<file path="src/rtl/dispatch_slot_pkg.sv">
`timescale 1ns/1ps
package dispatch_slot_pkg;

  typedef enum logic [2:0] {
    STALL_NONE  = 3'd0,
    STALL_SLOTS = 3'd1,
    STALL_ROB   = 3'd2,
    STALL_RF    = 3'd3,
    STALL_NEXT  = 3'd4
  } stall_e;

  typedef struct packed {
    logic take;        // instruction accepted this clock
    logic wide;        // its count exceeds the dispatch width
    logic closeGroup;  // accepted and ends its group
    logic newCycle;    // edge opens a new dispatch cycle
  } slotStrobes_t;

endpackage

</file>
<file path="src/rtl/dispatch_slot_ctrl.sv">
`timescale 1ns/1ps
module dispatch_slot_ctrl
  import dispatch_slot_pkg::*;
#(
  parameter int unsigned DISP_W = 4,
  parameter int unsigned UOP_W  = 4,
  parameter int unsigned ROB_W  = 6,
  localparam int unsigned CNT_W = $clog2(DISP_W + 1)
) (
  input  logic             clk,
  input  logic             rst,
  input  logic             instValid,
  input  logic [UOP_W-1:0] uopCount,
  input  logic             beginGroup,
  input  logic             endGroup,
  input  logic [ROB_W-1:0] robFree,
  input  logic             rfReady,
  input  logic             nextReady,
  input  logic             cycleBegin,
  input  logic [CNT_W-1:0] slotsLeft,
  input  logic [UOP_W-1:0] carryLeft,
  output logic             accept,
  output stall_e           stallCode,
  output logic [CNT_W-1:0] needSlots,
  output slotStrobes_t     strobes
);

  localparam logic [UOP_W-1:0] WIDTH_U = UOP_W'(DISP_W);
  localparam logic [CNT_W-1:0] WIDTH_C = CNT_W'(DISP_W);

  logic isWide;
  logic slotBlock;
  logic robShort;

  assign isWide    = uopCount > WIDTH_U;
  assign needSlots = isWide ? WIDTH_C : CNT_W'(uopCount);
  assign robShort  = robFree < ROB_W'(uopCount);

  assign slotBlock = (carryLeft != '0)
                   || (slotsLeft == '0)
                   || (needSlots > slotsLeft)
                   || (beginGroup && (slotsLeft != WIDTH_C));

  always_comb begin
    stallCode = STALL_NONE;
    if (instValid) begin
      if (slotBlock)       stallCode = STALL_SLOTS;
      else if (robShort)   stallCode = STALL_ROB;
      else if (!rfReady)   stallCode = STALL_RF;
      else if (!nextReady) stallCode = STALL_NEXT;
    end
  end

  assign accept = instValid && (stallCode == STALL_NONE);

  always_comb begin
    strobes.take       = accept;
    strobes.wide       = isWide;
    strobes.closeGroup = accept && endGroup;
    strobes.newCycle   = cycleBegin;
  end


  no_accept_in_spill_chk: assert property (@(posedge clk) disable iff (rst)
    (carryLeft != '0) |-> !accept);


  begin_needs_empty_chk: assert property (@(posedge clk) disable iff (rst)
    (accept && beginGroup) |-> (slotsLeft == WIDTH_C));


  resources_ready_chk: assert property (@(posedge clk) disable iff (rst)
    accept |-> (rfReady && nextReady && (robFree >= ROB_W'(uopCount))));

endmodule

</file>
<file path="src/rtl/dispatch_slot_data.sv">
`timescale 1ns/1ps
module dispatch_slot_data
  import dispatch_slot_pkg::*;
#(
  parameter int unsigned DISP_W = 4,
  parameter int unsigned UOP_W  = 4,
  localparam int unsigned CNT_W = $clog2(DISP_W + 1)
) (
  input  logic             clk,
  input  logic             rst,
  input  slotStrobes_t     strobes,
  input  logic [CNT_W-1:0] needSlots,
  input  logic [UOP_W-1:0] uopCount,
  output logic [CNT_W-1:0] slotsLeft,
  output logic [UOP_W-1:0] carryLeft,
  output logic [CNT_W-1:0] spillUops,
  output logic [CNT_W-1:0] instUops
);

  localparam logic [UOP_W-1:0] WIDTH_U = UOP_W'(DISP_W);
  localparam logic [CNT_W-1:0] WIDTH_C = CNT_W'(DISP_W);

  logic [CNT_W-1:0] availMid, availNext, consumed, spillNext;
  logic [UOP_W-1:0] carryMid, carryNext;

  assign instUops = strobes.take ? needSlots : '0;

  // Effect of this clock's accepted instruction, inside the current cycle.
  always_comb begin
    availMid = slotsLeft;
    carryMid = carryLeft;
    if (strobes.take) begin
      availMid = slotsLeft - needSlots;
      if (strobes.wide) carryMid = uopCount - WIDTH_U;
      if (strobes.closeGroup) availMid = '0;
    end
  end

  // Opening of the next cycle, draining surplus first.
  assign consumed = (carryMid >= WIDTH_U) ? WIDTH_C : CNT_W'(carryMid);

  always_comb begin
    availNext = availMid;
    carryNext = carryMid;
    spillNext = '0;
    if (strobes.newCycle) begin
      if (carryMid == '0) begin
        availNext = WIDTH_C;
      end else begin
        availNext = WIDTH_C - consumed;
        carryNext = carryMid - UOP_W'(consumed);
        spillNext = consumed;
      end
    end
  end

  always_ff @(posedge clk) begin
    if (rst) begin
      slotsLeft <= WIDTH_C;
      carryLeft <= '0;
      spillUops <= '0;
    end else begin
      slotsLeft <= availNext;
      carryLeft <= carryNext;
      spillUops <= spillNext;
    end
  end


  fresh_cycle_full_chk: assert property (@(posedge clk) disable iff (rst)
    (strobes.newCycle && !strobes.take && carryLeft == '0) |=> (slotsLeft == WIDTH_C));


  end_group_closes_chk: assert property (@(posedge clk) disable iff (rst)
    (strobes.closeGroup && !strobes.newCycle) |=> (slotsLeft == '0));


  wide_carry_chk: assert property (@(posedge clk) disable iff (rst)
    (strobes.take && strobes.wide && !strobes.newCycle)
      |=> (carryLeft == $past(uopCount) - WIDTH_U));


  spill_report_chk: assert property (@(posedge clk) disable iff (rst)
    (strobes.newCycle && !strobes.take && carryLeft != '0)
      |=> (spillUops == (($past(carryLeft) >= WIDTH_U) ? WIDTH_C : CNT_W'($past(carryLeft)))));


  slots_bounded_chk: assert property (@(posedge clk) disable iff (rst)
    slotsLeft <= WIDTH_C);

endmodule

</file>
<file path="src/rtl/uop_dispatch_slots.sv">
`timescale 1ns/1ps
module uop_dispatch_slots
  import dispatch_slot_pkg::*;
#(
  parameter int unsigned DISP_W = 4,
  parameter int unsigned UOP_W  = 4,
  parameter int unsigned ROB_W  = 6,
  localparam int unsigned CNT_W = $clog2(DISP_W + 1)
) (
  input  logic             clk,
  input  logic             rst,
  input  logic             instValid,
  input  logic [UOP_W-1:0] uopCount,
  input  logic             beginGroup,
  input  logic             endGroup,
  input  logic [ROB_W-1:0] robFree,
  input  logic             rfReady,
  input  logic             nextReady,
  input  logic             cycleBegin,
  output logic             accept,
  output logic [2:0]       stallCode,
  output logic [CNT_W-1:0] instUops,
  output logic [CNT_W-1:0] spillUops,
  output logic [CNT_W-1:0] slotsLeft,
  output logic [UOP_W-1:0] carryLeft
);

  slotStrobes_t     strobes;
  stall_e           stallEnum;
  logic [CNT_W-1:0] needSlots;

  dispatch_slot_ctrl #(.DISP_W(DISP_W), .UOP_W(UOP_W), .ROB_W(ROB_W)) ctrl_i (
    .clk(clk), .rst(rst), .instValid(instValid), .uopCount(uopCount),
    .beginGroup(beginGroup), .endGroup(endGroup), .robFree(robFree),
    .rfReady(rfReady), .nextReady(nextReady), .cycleBegin(cycleBegin),
    .slotsLeft(slotsLeft), .carryLeft(carryLeft), .accept(accept),
    .stallCode(stallEnum), .needSlots(needSlots), .strobes(strobes)
  );

  dispatch_slot_data #(.DISP_W(DISP_W), .UOP_W(UOP_W)) data_i (
    .clk(clk), .rst(rst), .strobes(strobes), .needSlots(needSlots),
    .uopCount(uopCount), .slotsLeft(slotsLeft), .carryLeft(carryLeft),
    .spillUops(spillUops), .instUops(instUops)
  );

  assign stallCode = stallEnum;

endmodule

</file>
<file path="config.mk">
export PLATFORM = sky130hd
export DESIGN_NAME = uop_dispatch_slots
export DESIGN_NICKNAME = d
export VERILOG_FILES = /design/src/rtl/dispatch_slot_pkg.sv /design/src/rtl/dispatch_slot_ctrl.sv /design/src/rtl/dispatch_slot_data.sv /design/src/rtl/uop_dispatch_slots.sv
export SDC_FILE = /design/constraint.sdc
export NUM_CORES = 1
export LEC_CHECK = 0
export ABC_CLOCK_PERIOD_IN_PS = 4000
export CAP_MARGIN = 30
export CORE_ASPECT_RATIO = 0.9
export CORE_MARGIN = 2
export CORE_UTILIZATION = 41
export DETAILED_ROUTE_END_ITERATION = 16
export PLACE_DENSITY = 0.85
export SYNTH_ARGS = -nofsm -noshare
export SYNTH_HDL_FRONTEND = slang
export SYNTH_SLANG_ARGS = --single-unit
</file>
<file path="constraint.sdc">
create_clock -name clk -period 4 [get_ports clk]
set_input_delay 0.8 -clock clk [delete_from_list [all_inputs] [get_ports clk]]
set_output_delay 0.8 -clock clk [all_outputs]
set_load 0.02 [all_outputs]
</file>
* Word level (Yosys, flattened, before mapping)
Index checks and enable logic that the tools add are counted.
Cells by class: bitwise logic cells 1, eq/ne operators 1, divide/modulo/power cells 0, add/subtract/negate cells 4, multipliers 0, reductions and logical operators 12, shifts and indexed selects 0, muxes and demuxes 16, order comparisons 4
Operator list (count):
- $mux W3 | 12
- $mux W4 | 4
- $logic_not A3 Y1 | 2
- $lt A6 B4 Y1 | 1
- $ge A4 B3 Y1 const B | 1
- $gt A4 B3 Y1 const B | 1
- $logic_not A4 Y1 | 1
- $reduce_bool A4 Y1 | 1
- $sub A4 B3 Y4 | 1
- $sub A4 B3 Y4 const B | 1
- $gt A3 B3 Y1 | 1
- $logic_and A1 B1 Y1 | 3
- $logic_or A1 B1 Y1 | 3
- $ne A3 B3 Y1 const B | 1
- $reduce_or A3 Y1 | 1
- $sub A3 B3 Y3 | 1
- $sub A3 B3 Y3 const A | 1
- $reduce_bool A2 Y1 | 1
- $not A1 Y1 | 1
Word-level totals: memories 0, bits in latches 0, memory bits (writable) 0, bits in registers 10, output and inout bits 17, bits of input ports 18, memory bits (read-only) 0

* Longest topological paths before layout
Gate-level depths: netlist of run 1.
word-level depth 15, depth in mapped cells 16

* Hierarchy
From an unflattened synthesis of run 1, not the netlist that was laid out.
Second synthesis, totals: cells, all modules 122, area total of the unflattened synthesis 1041.0 um^2
By module, submodules not included:
- dispatch_slot_data | times used 1, seq. area each 200.2 um^2, cells each 80, area each 718.2 um^2
- dispatch_slot_ctrl | times used 1, seq. area each 0.0 um^2, cells each 42, area each 322.8 um^2

* Worst setup path after synthesis of run 1
OpenSTA, ideal clock, no wires.
kind input-to-output, start point in uopCount[3], end point out stallCode[2], data arrival time 2669 ps, stages 10, required time 3200 ps, setup slack 531 ps, path through inv_1 ha_1 nor2_1 a21oi_1 nor2_1 ha_1 o2111a_2 a21boi_0 nand2_1 nor3_1
Between the ends: word-level cells in the longest chain between the ends 7, elaborated cells on any way between the ends 9
Ends and longest elaborated chain:
- start: declaration | RTL line uop_dispatch_slots.sv:13 | input logic [UOP_W-1:0] uopCount,
- $gt A4 B3 Y1 | RTL line dispatch_slot_ctrl.sv:35 | assign isWide = uopCount > WIDTH_U;
- $mux W3 | RTL line dispatch_slot_ctrl.sv:36 | assign needSlots = isWide ? WIDTH_C : CNT_W'(uopCount);
- $gt A3 B3 Y1 | RTL line dispatch_slot_ctrl.sv:41 | || (needSlots > slotsLeft)
- $logic_or A1 B1 Y1 | RTL line dispatch_slot_ctrl.sv:41
- $logic_or A1 B1 Y1 | RTL line dispatch_slot_ctrl.sv:42 | || (beginGroup && (slotsLeft != WIDTH_C));
- $mux W3 (*) | RTL line dispatch_slot_ctrl.sv:47 | if (slotBlock) stallCode = STALL_SLOTS;
- $mux W3 (*) | RTL line dispatch_slot_ctrl.sv:46 | if (instValid) begin
- end: declaration | RTL line uop_dispatch_slots.sv:21 | output logic [2:0] stallCode,
Mark *: on every way between the ends. The rest lies on a longest branch, timed or not.

* Worst setup path after layout of run 1
start point in uopCount[3], end point out instUops[0]
Between the ends: word-level cells in the longest chain between the ends 10, elaborated cells on any way between the ends 12
Ends and longest elaborated chain:
- $gt A4 B3 Y1 | RTL line dispatch_slot_ctrl.sv:35
- $mux W3 | RTL line dispatch_slot_ctrl.sv:36
- $gt A3 B3 Y1 | RTL line dispatch_slot_ctrl.sv:41
- $logic_or A1 B1 Y1 | RTL line dispatch_slot_ctrl.sv:41
- $logic_or A1 B1 Y1 | RTL line dispatch_slot_ctrl.sv:42
- $mux W3 | RTL line dispatch_slot_ctrl.sv:47
- $mux W3 | RTL line dispatch_slot_ctrl.sv:46
- $logic_not A3 Y1 | RTL line dispatch_slot_ctrl.sv:54 | assign accept = instValid && (stallCode == STALL_NONE);
- $logic_and A1 B1 Y1 | RTL line dispatch_slot_ctrl.sv:54
- $mux W3 (*) | RTL line dispatch_slot_data.sv:26 | assign instUops = strobes.take ? needSlots : '0;
- end: declaration | RTL line uop_dispatch_slots.sv:22 | output logic [CNT_W-1:0] instUops,
Marks and branches as above.

==> impl_metrics.tcl, run 1 <==
set metrics [dict create \
    status "finished, violations left" \
    violations "setup timing" \
    setup_ws_ns -0.00402 \
    finalSetupViolCount 1 \
    synth_area_um2 798 \
    hpwl_mm 1.83 \
    cts_tree "built" \
    core_um2 1880 \
    clock_skew_ns 0.00771 \
    hold_violations 0 \
    drv_cap 0 \
    pwr-share-clk_pct 24.7 \
    grtUsageTotal_pct 20.2 \
    drive_gt1_share_pct 21.2 \
    power_w 0.000274 \
    endpoint_kind "output pin" \
    syn2layout_area_growth_pct 62.4 \
    seqPwrFrac_pct 37.7 \
    p_per_area_nw_per_um2 211 \
    synth_warnings 0 \
    totalWireLength_mm 2.20 \
    final_cells 176 \
    path_cells "clkdlybuf4s50_1 > inv_1 > ha_1 > nor2_2 > a21oi_1 > nor2_1 > ha_1 > o2111a_2 > buf_4 > nand4_4 > inv_2 > and2_1 > dlygate4sd2_1" \
    fillCellCount 156 \
    drc_errors 0 \
    worstHoldPathType "reg -> reg" \
    max_freq_mhz 250 \
    worstRegToRegCells 13 \
    die_h_um 45.9 \
    critical_path_class "in -> out" \
    avgSynthCellArea_um2 8.15 \
    crit-reg2reg-capture "data_i.slotsLeft[2]" \
    clockBufferDepth 2 \
    period_share_pct 100 \
    cts.htree.levels 1 \
    critical_path.max_stage_delay_ns 0.49 \
    worstHoldEndpoint "data_i.carryLeft[0]" \
    grt_setup_unrepaired "yes" \
    seq_area_frac_synth_pct 25.1 \
    io_buffer_count 34 \
    p_int_w 0.000190 \
    io_pins 35 \
    startpoint "uopCount[3]" \
    first_pass_iters 4 \
    tns_ns -0.00402 \
    critPathTopFamily "buffers and inverters" \
    switching_share_pct 30.6 \
    required_ns 3.20 \
    start_util_pct 42.5 \
    ir_worst_vdd_v 0.000185 \
    place_inst 172 \
    nets 180 \
    yosysUniqueCellTypes 36 \
    async_flop_share_pct 0 \
    synth_seq_cells 10 \
    worst_pin_slew_ns 0.321 \
    overflow 0 \
    ys_top_cells_by_area "dfxtp_1 (25%), ha_1 (13%), nor2_1 (6.6%), a21oi_1 (5.0%), inv_1 (4.2%)" \
    power_switching_w 0.0000839 \
    cts-root-buf "clkbuf_4" \
    rows 15 \
    clk_latency_ns 0.26 \
    worstPathArrival_ns 3.20 \
    yosysTopAreaCell "dfxtp_1" \
    leakagePower_nw 0.557 \
    antenna_found_initial 0 \
    whs_ns 0.596 \
    finalWeightedCongestion 0.821 \
    antenna_cells 0 \
    fp.dieW_um 50.5 \
    post-route-min-period_ns 4.00 \
    relSlewSlack_pct 78.4 \
    grt_first_pass_wirelength_mm 3.59 \
    slowest_stage "clkdlybuf4s50_1" \
    whs_path_depth 1 \
    dieArea_um2 2320 \
    critPathMaxFanout 4 \
    cts.clk_slew.worst_paths_ns 0.07 \
    via_count 896 \
    grt_pass1_vias 847 \
    slew_violations 0 \
    r2r_start "data_i.slotsLeft[0]" \
    antenna_left 0 \
    p_comb_share_pct 37.6 \
    synth_top_cell_area_share_pct 25.1 \
    synth_edf_count 0 \
    cp-start-kind "input pin" \
    cts_made_buffers 3 \
    synth_ff_type "dfxtp_1" \
    wl_per_cell_um 12.5 \
    clock_sinks 10 \
    worstHoldStart "data_i.carryLeft[0]" \
    reg2reg_slack_ns 1.41 \
    routed_via_density 5.09 \
    grt_max_degree 8 \
    path_common_cell "ha_1" \
    synth_cells 98 \
    drtIter0Drc 9 \
    path_buf_inv 5 \
    synthesis.nets 125 \
]
-- layer usage --
metal,wire [um],global-route usage [%],share of wire [%],vias to the layer above
met3,54,1.97,2.5,4
met5,0,0,0,-
met1,999,25.0,45,407
li1,-,-,-,464
met4,29,5.95,1.3,0
met2,1110,37.6,51,21
-- worst max-delay path by stage --
stage,slack (ns),cells past startpoint,end
6_report,-0.004,13,instUops[0]
5_1_grt,-0.11,13,instUops[0]
4_1_cts,0.005,13,instUops[0]
3_5_place_dp,-0.31,12,stallCode[2]
3_3_place_gp,-0.18,12,stallCode[2]
2_1_floorplan,0.53,10,stallCode[2]
-- what timing repair did --
action                                  4_1_cts  5_1_grt
hold buffers                                  0        0
buffers inserted                              1        0
resized for setup                             8        9
endpoints found under the setup margin        7        6
-- metrics by stage --
step / setup slack [ns] / cell area [um^2] / util, %
finish: -0.00402 / 1300 / 69.1
floorplan: 0.531 / 798 / -
CTS: 0.00471 / 1310 / 69.6
global placement: -0.176 / 1280 / 68.3
global route: -0.111 / 1300 / 69.1
detailed placement: -0.312 / 1280 / 68.3
-- cells in the mapped netlist (2+ instances only) --
master	instances
a21boi_0	2
o211ai_1	2
ha_1	8
dfxtp_1	10
nor3_1	6
nand2b_1	3
inv_1	9
a21oi_1	8
and2_1	4
nor2_1	14
nand2_1	5
a211oi_1	2
nor3b_1	2
-- area by class of cell --
type                            instances  area [um^2]  share of cell area (%)
Multi-Input combinational cell         78          563                    43.4
Tap cell                               25         31.3                    2.41
Inverter                               10         37.5                    2.90
Sequential cell                        10          200                    15.4
Timing Repair Buffer                   50          442                    34.1
Clock buffer                            3         22.5                    1.74
-- cell families (layout without fill, tap and decap cells) --
family | Yosys count | after routing | synth area share, %
and+or+nand+nor | 42 | 42 | 29.2
buffers and inverters | 10 | 63 | 4.70
muxes | 1 | 1 | 1.88
AOI/OAI and AO/OA | 25 | 25 | 23.0
xor gates and xnor gates | 1 | 1 | 1.10
DFF | 10 | 10 | 25.1
adders and majority gates | 9 | 9 | 15.0
-- placed cells by master (no fill, tap or decap), types with 2 or more instances in the layout --
master           count
clkbuf_2             3
nand2_1              5
nor3_1               6
clkbuf_4             3
dlygate4sd2_1        3
dfxtp_1             10
inv_1                9
a211oi_1             2
o211ai_1             2
buf_4               16
clkdlybuf4s50_1     27
nor2_1              13
ha_1                 8
a21oi_1              8
a21boi_0             2
nand2b_1             3
nor3b_1              2
and2_1               4
-- power by group through the flow --
stage / Clock [W] / Sequential [W] / Combinational (W)
3_3_place_gp: 0 / 0.000106 / 0.000101
3_5_place_dp: 0 / 0.000106 / 0.000104
5_1_grt: 0.0000717 / 0.000104 / 0.000113
6_report: 0.0000677 / 0.000103 / 0.000103
2_1_floorplan: 0 / 0.000107 / 0.0000477
4_1_cts: 0.0000683 / 0.000103 / 0.000104
-- flip-flops by register name, indices dropped and copies added (netlist names) --
name	cells
data_i.carryLeft	4
data_i.slotsLeft	3
data_i.spillUops	3
Power figures use the tool's default switching activity.
==> run 2, diff against run 1 <==
MAX_ROUTING_LAYER = met4   (was default)
==> run 2 against run 1 <==
The flow still finishes with violations (setup timing). First-iteration DRC count did not move. Non-clock buffer count did not move. Count of clock-buffer cells in the layout did not move. Via count did not move. Critical path depth did not move. Die area did not move. Register-to-register slack barely moved. Combinational power barely moved. Critical endpoint unchanged.
==> impl_metrics.tcl, run 2 (same netlist as run 1, synthesis figures left out) <==
set metrics [dict create \
    status "finished, violations left" \
    violations "setup timing" \
    cts_made_buffers 3 \
    mostFrequentLayoutCells "clkdlybuf4s50_1 (27), buf_4 (16), nor2_1 (13)" \
    worstHoldPathType "reg -> reg" \
    start_util_pct 42.5 \
    grtUsageTotal_pct 20.8 \
    path_common_cell "ha_1" \
    drtIter0Drc 9 \
    p_per_area_nw_per_um2 211 \
    cts-root-buf "clkbuf_4" \
    worstHoldEndpoint "data_i.carryLeft[0]" \
    hpwl_mm 1.83 \
    clock_skew_ns 0.00774 \
    totalWireLength_mm 2.20 \
    clockBufferDepth 2 \
    whs_path_depth 1 \
    cts_tree "built" \
    worstRegToRegCells 13 \
    cp-start-kind "input pin" \
    dpl_cell_area_um2 1280 \
    post-route-min-period_ns 4.00 \
    leakagePower_nw 0.557 \
    worst_pin_slew_ns 0.321 \
    finalWeightedCongestion 0.833 \
    final_util_pct 69.1 \
    overflow 0 \
    worstHoldStart "data_i.carryLeft[0]" \
    setup_ws_ns -0.00402 \
    final_cell_area_um2 1300 \
    endpoint_kind "output pin" \
    mostFrequentLayoutCell "clkdlybuf4s50_1" \
    die_h_um 45.9 \
    io_buffer_count 34 \
    antenna_found_initial 0 \
    critical_path_class "in -> out" \
    syn2layout_area_growth_pct 62.4 \
    antenna_left 0 \
    drv_cap 0 \
    finalSetupViolCount 1 \
    path_cells "clkdlybuf4s50_1 > inv_1 > ha_1 > nor2_2 > a21oi_1 > nor2_1 > ha_1 > o2111a_2 > buf_4 > nand4_4 > inv_2 > and2_1 > dlygate4sd2_1" \
    max_flop_register "data_i.carryLeft" \
    dieArea_um2 2320 \
    critPathMaxFanout 4 \
    grt_max_degree 8 \
    io_pins 35 \
    path_buf_inv 5 \
    rows 15 \
    max_freq_mhz 250 \
    fillCellCount 156 \
    nets 180 \
    first_pass_iters 4 \
    drc_errors 0 \
    period_share_pct 100 \
    reg_top3 "data_i.carryLeft: 4 flops, data_i.slotsLeft: 3 flops, data_i.spillUops: 3 flops" \
    relSlewSlack_pct 78.4 \
    slew_violations 0 \
    largest_register_ffs 4 \
    required_ns 3.20 \
    routed_via_density 5.09 \
    tns_ns -0.00402 \
    fp.dieW_um 50.5 \
    critical_path.max_stage_delay_ns 0.49 \
    hold_violations 0 \
    via_count 896 \
    clock_sinks 10 \
    drive_gt1_share_pct 21.2 \
    cts.clk_slew.worst_paths_ns 0.07 \
    grt_pass1_vias 846 \
    cts.htree.levels 1 \
    antenna_cells 0 \
    slowest_stage "clkdlybuf4s50_1" \
    worstPathArrival_ns 3.20 \
    clk_latency_ns 0.26 \
    wl_per_cell_um 12.5 \
    grt_setup_unrepaired "yes" \
    r2r_start "data_i.slotsLeft[0]" \
    crit-reg2reg-capture "data_i.slotsLeft[2]" \
    ir_worst_vdd_v 0.000185 \
    cts_hold_buf 0 \
    grt_first_pass_wirelength_mm 3.59 \
    critPathTopFamily "buffers and inverters" \
    core_um2 1880 \
    reg2reg_slack_ns 1.41 \
]
## run 2: cell counts in the layout (fill, tap and decap cells not counted)
Identical to the previous run, type by type.
## run 2: worst register-to-register path, delay by kind of cell, from the launching register on
| family | cells | cell delay, ns |
|---|---|---|
| AOI/OAI and AO/OA | 2 | 0.34 |
| adders and majority gates | 2 | 0.42 |
| buffers and inverters | 4 | 0.35 |
| DFF | 1 | 0.39 |
| and+or+nand+nor | 5 | 0.95 |
## run 2: area by class of cell
type                       instances  area [um^2]  area share [%]
clock buffer                       3         22.5            1.74
sequential                        10          200            15.4
multi-input combinational         78          563            43.4
inverter                          10         37.5            2.90
timing repair buffer              50          442            34.1
tap                               25         31.3            2.41
## run 2: metal layers
metal	part of all wire [%]	wire [um]	global-route usage, %	vias up
li1	-	-	-	464
met1	45	999	25.0	407
met2	51	1110	37.6	21
met3	2.5	54	1.97	4
met4	1.3	29	5.95	0
met5	0	0	-	-
## run 2: worst max-delay path by stage
stage | slack, ns | startpoint | end | depth (start not counted)
after global placement | -0.18 | uopCount[3] | stallCode[2] | 12
final | -0.004 | uopCount[3] | instUops[0] | 13
after detailed placement | -0.31 | uopCount[3] | stallCode[2] | 12
after global routing | -0.11 | uopCount[3] | instUops[0] | 13
after floorplan | 0.53 | uopCount[3] | stallCode[2] | 10
after CTS | 0.005 | uopCount[3] | instUops[0] | 13
## run 2: power by group
part,switching [W],internal (W),total [W]
sequential,0.00000209,0.000101,0.000103
combinational,0.0000487,0.0000543,0.000103
clock,0.0000331,0.0000346,0.0000677
## run 2: what timing repair did
| action | 4_1_cts | 5_1_grt |
|---|---|---|
| endpoints found under the setup margin | 7 | 6 |
| pin swaps | 0 | 0 |
| setup buffers | 1 | 0 |
| resized for setup | 8 | 9 |
## run 2: per-stage QoR
stage | power, W | hold slack (ns) | instances | worst slack, ns
2_1_floorplan | 0.000155 | 0.636 | 98 | 0.531
3_3_place_gp | 0.000206 | 0.565 | 172 | -0.176
3_5_place_dp | 0.000210 | 0.588 | 172 | -0.312
4_1_cts | 0.000275 | 0.604 | 176 | 0.00471
5_1_grt | 0.000288 | 0.617 | 176 | -0.111
6_report | 0.000274 | 0.596 | 176 | -0.00402
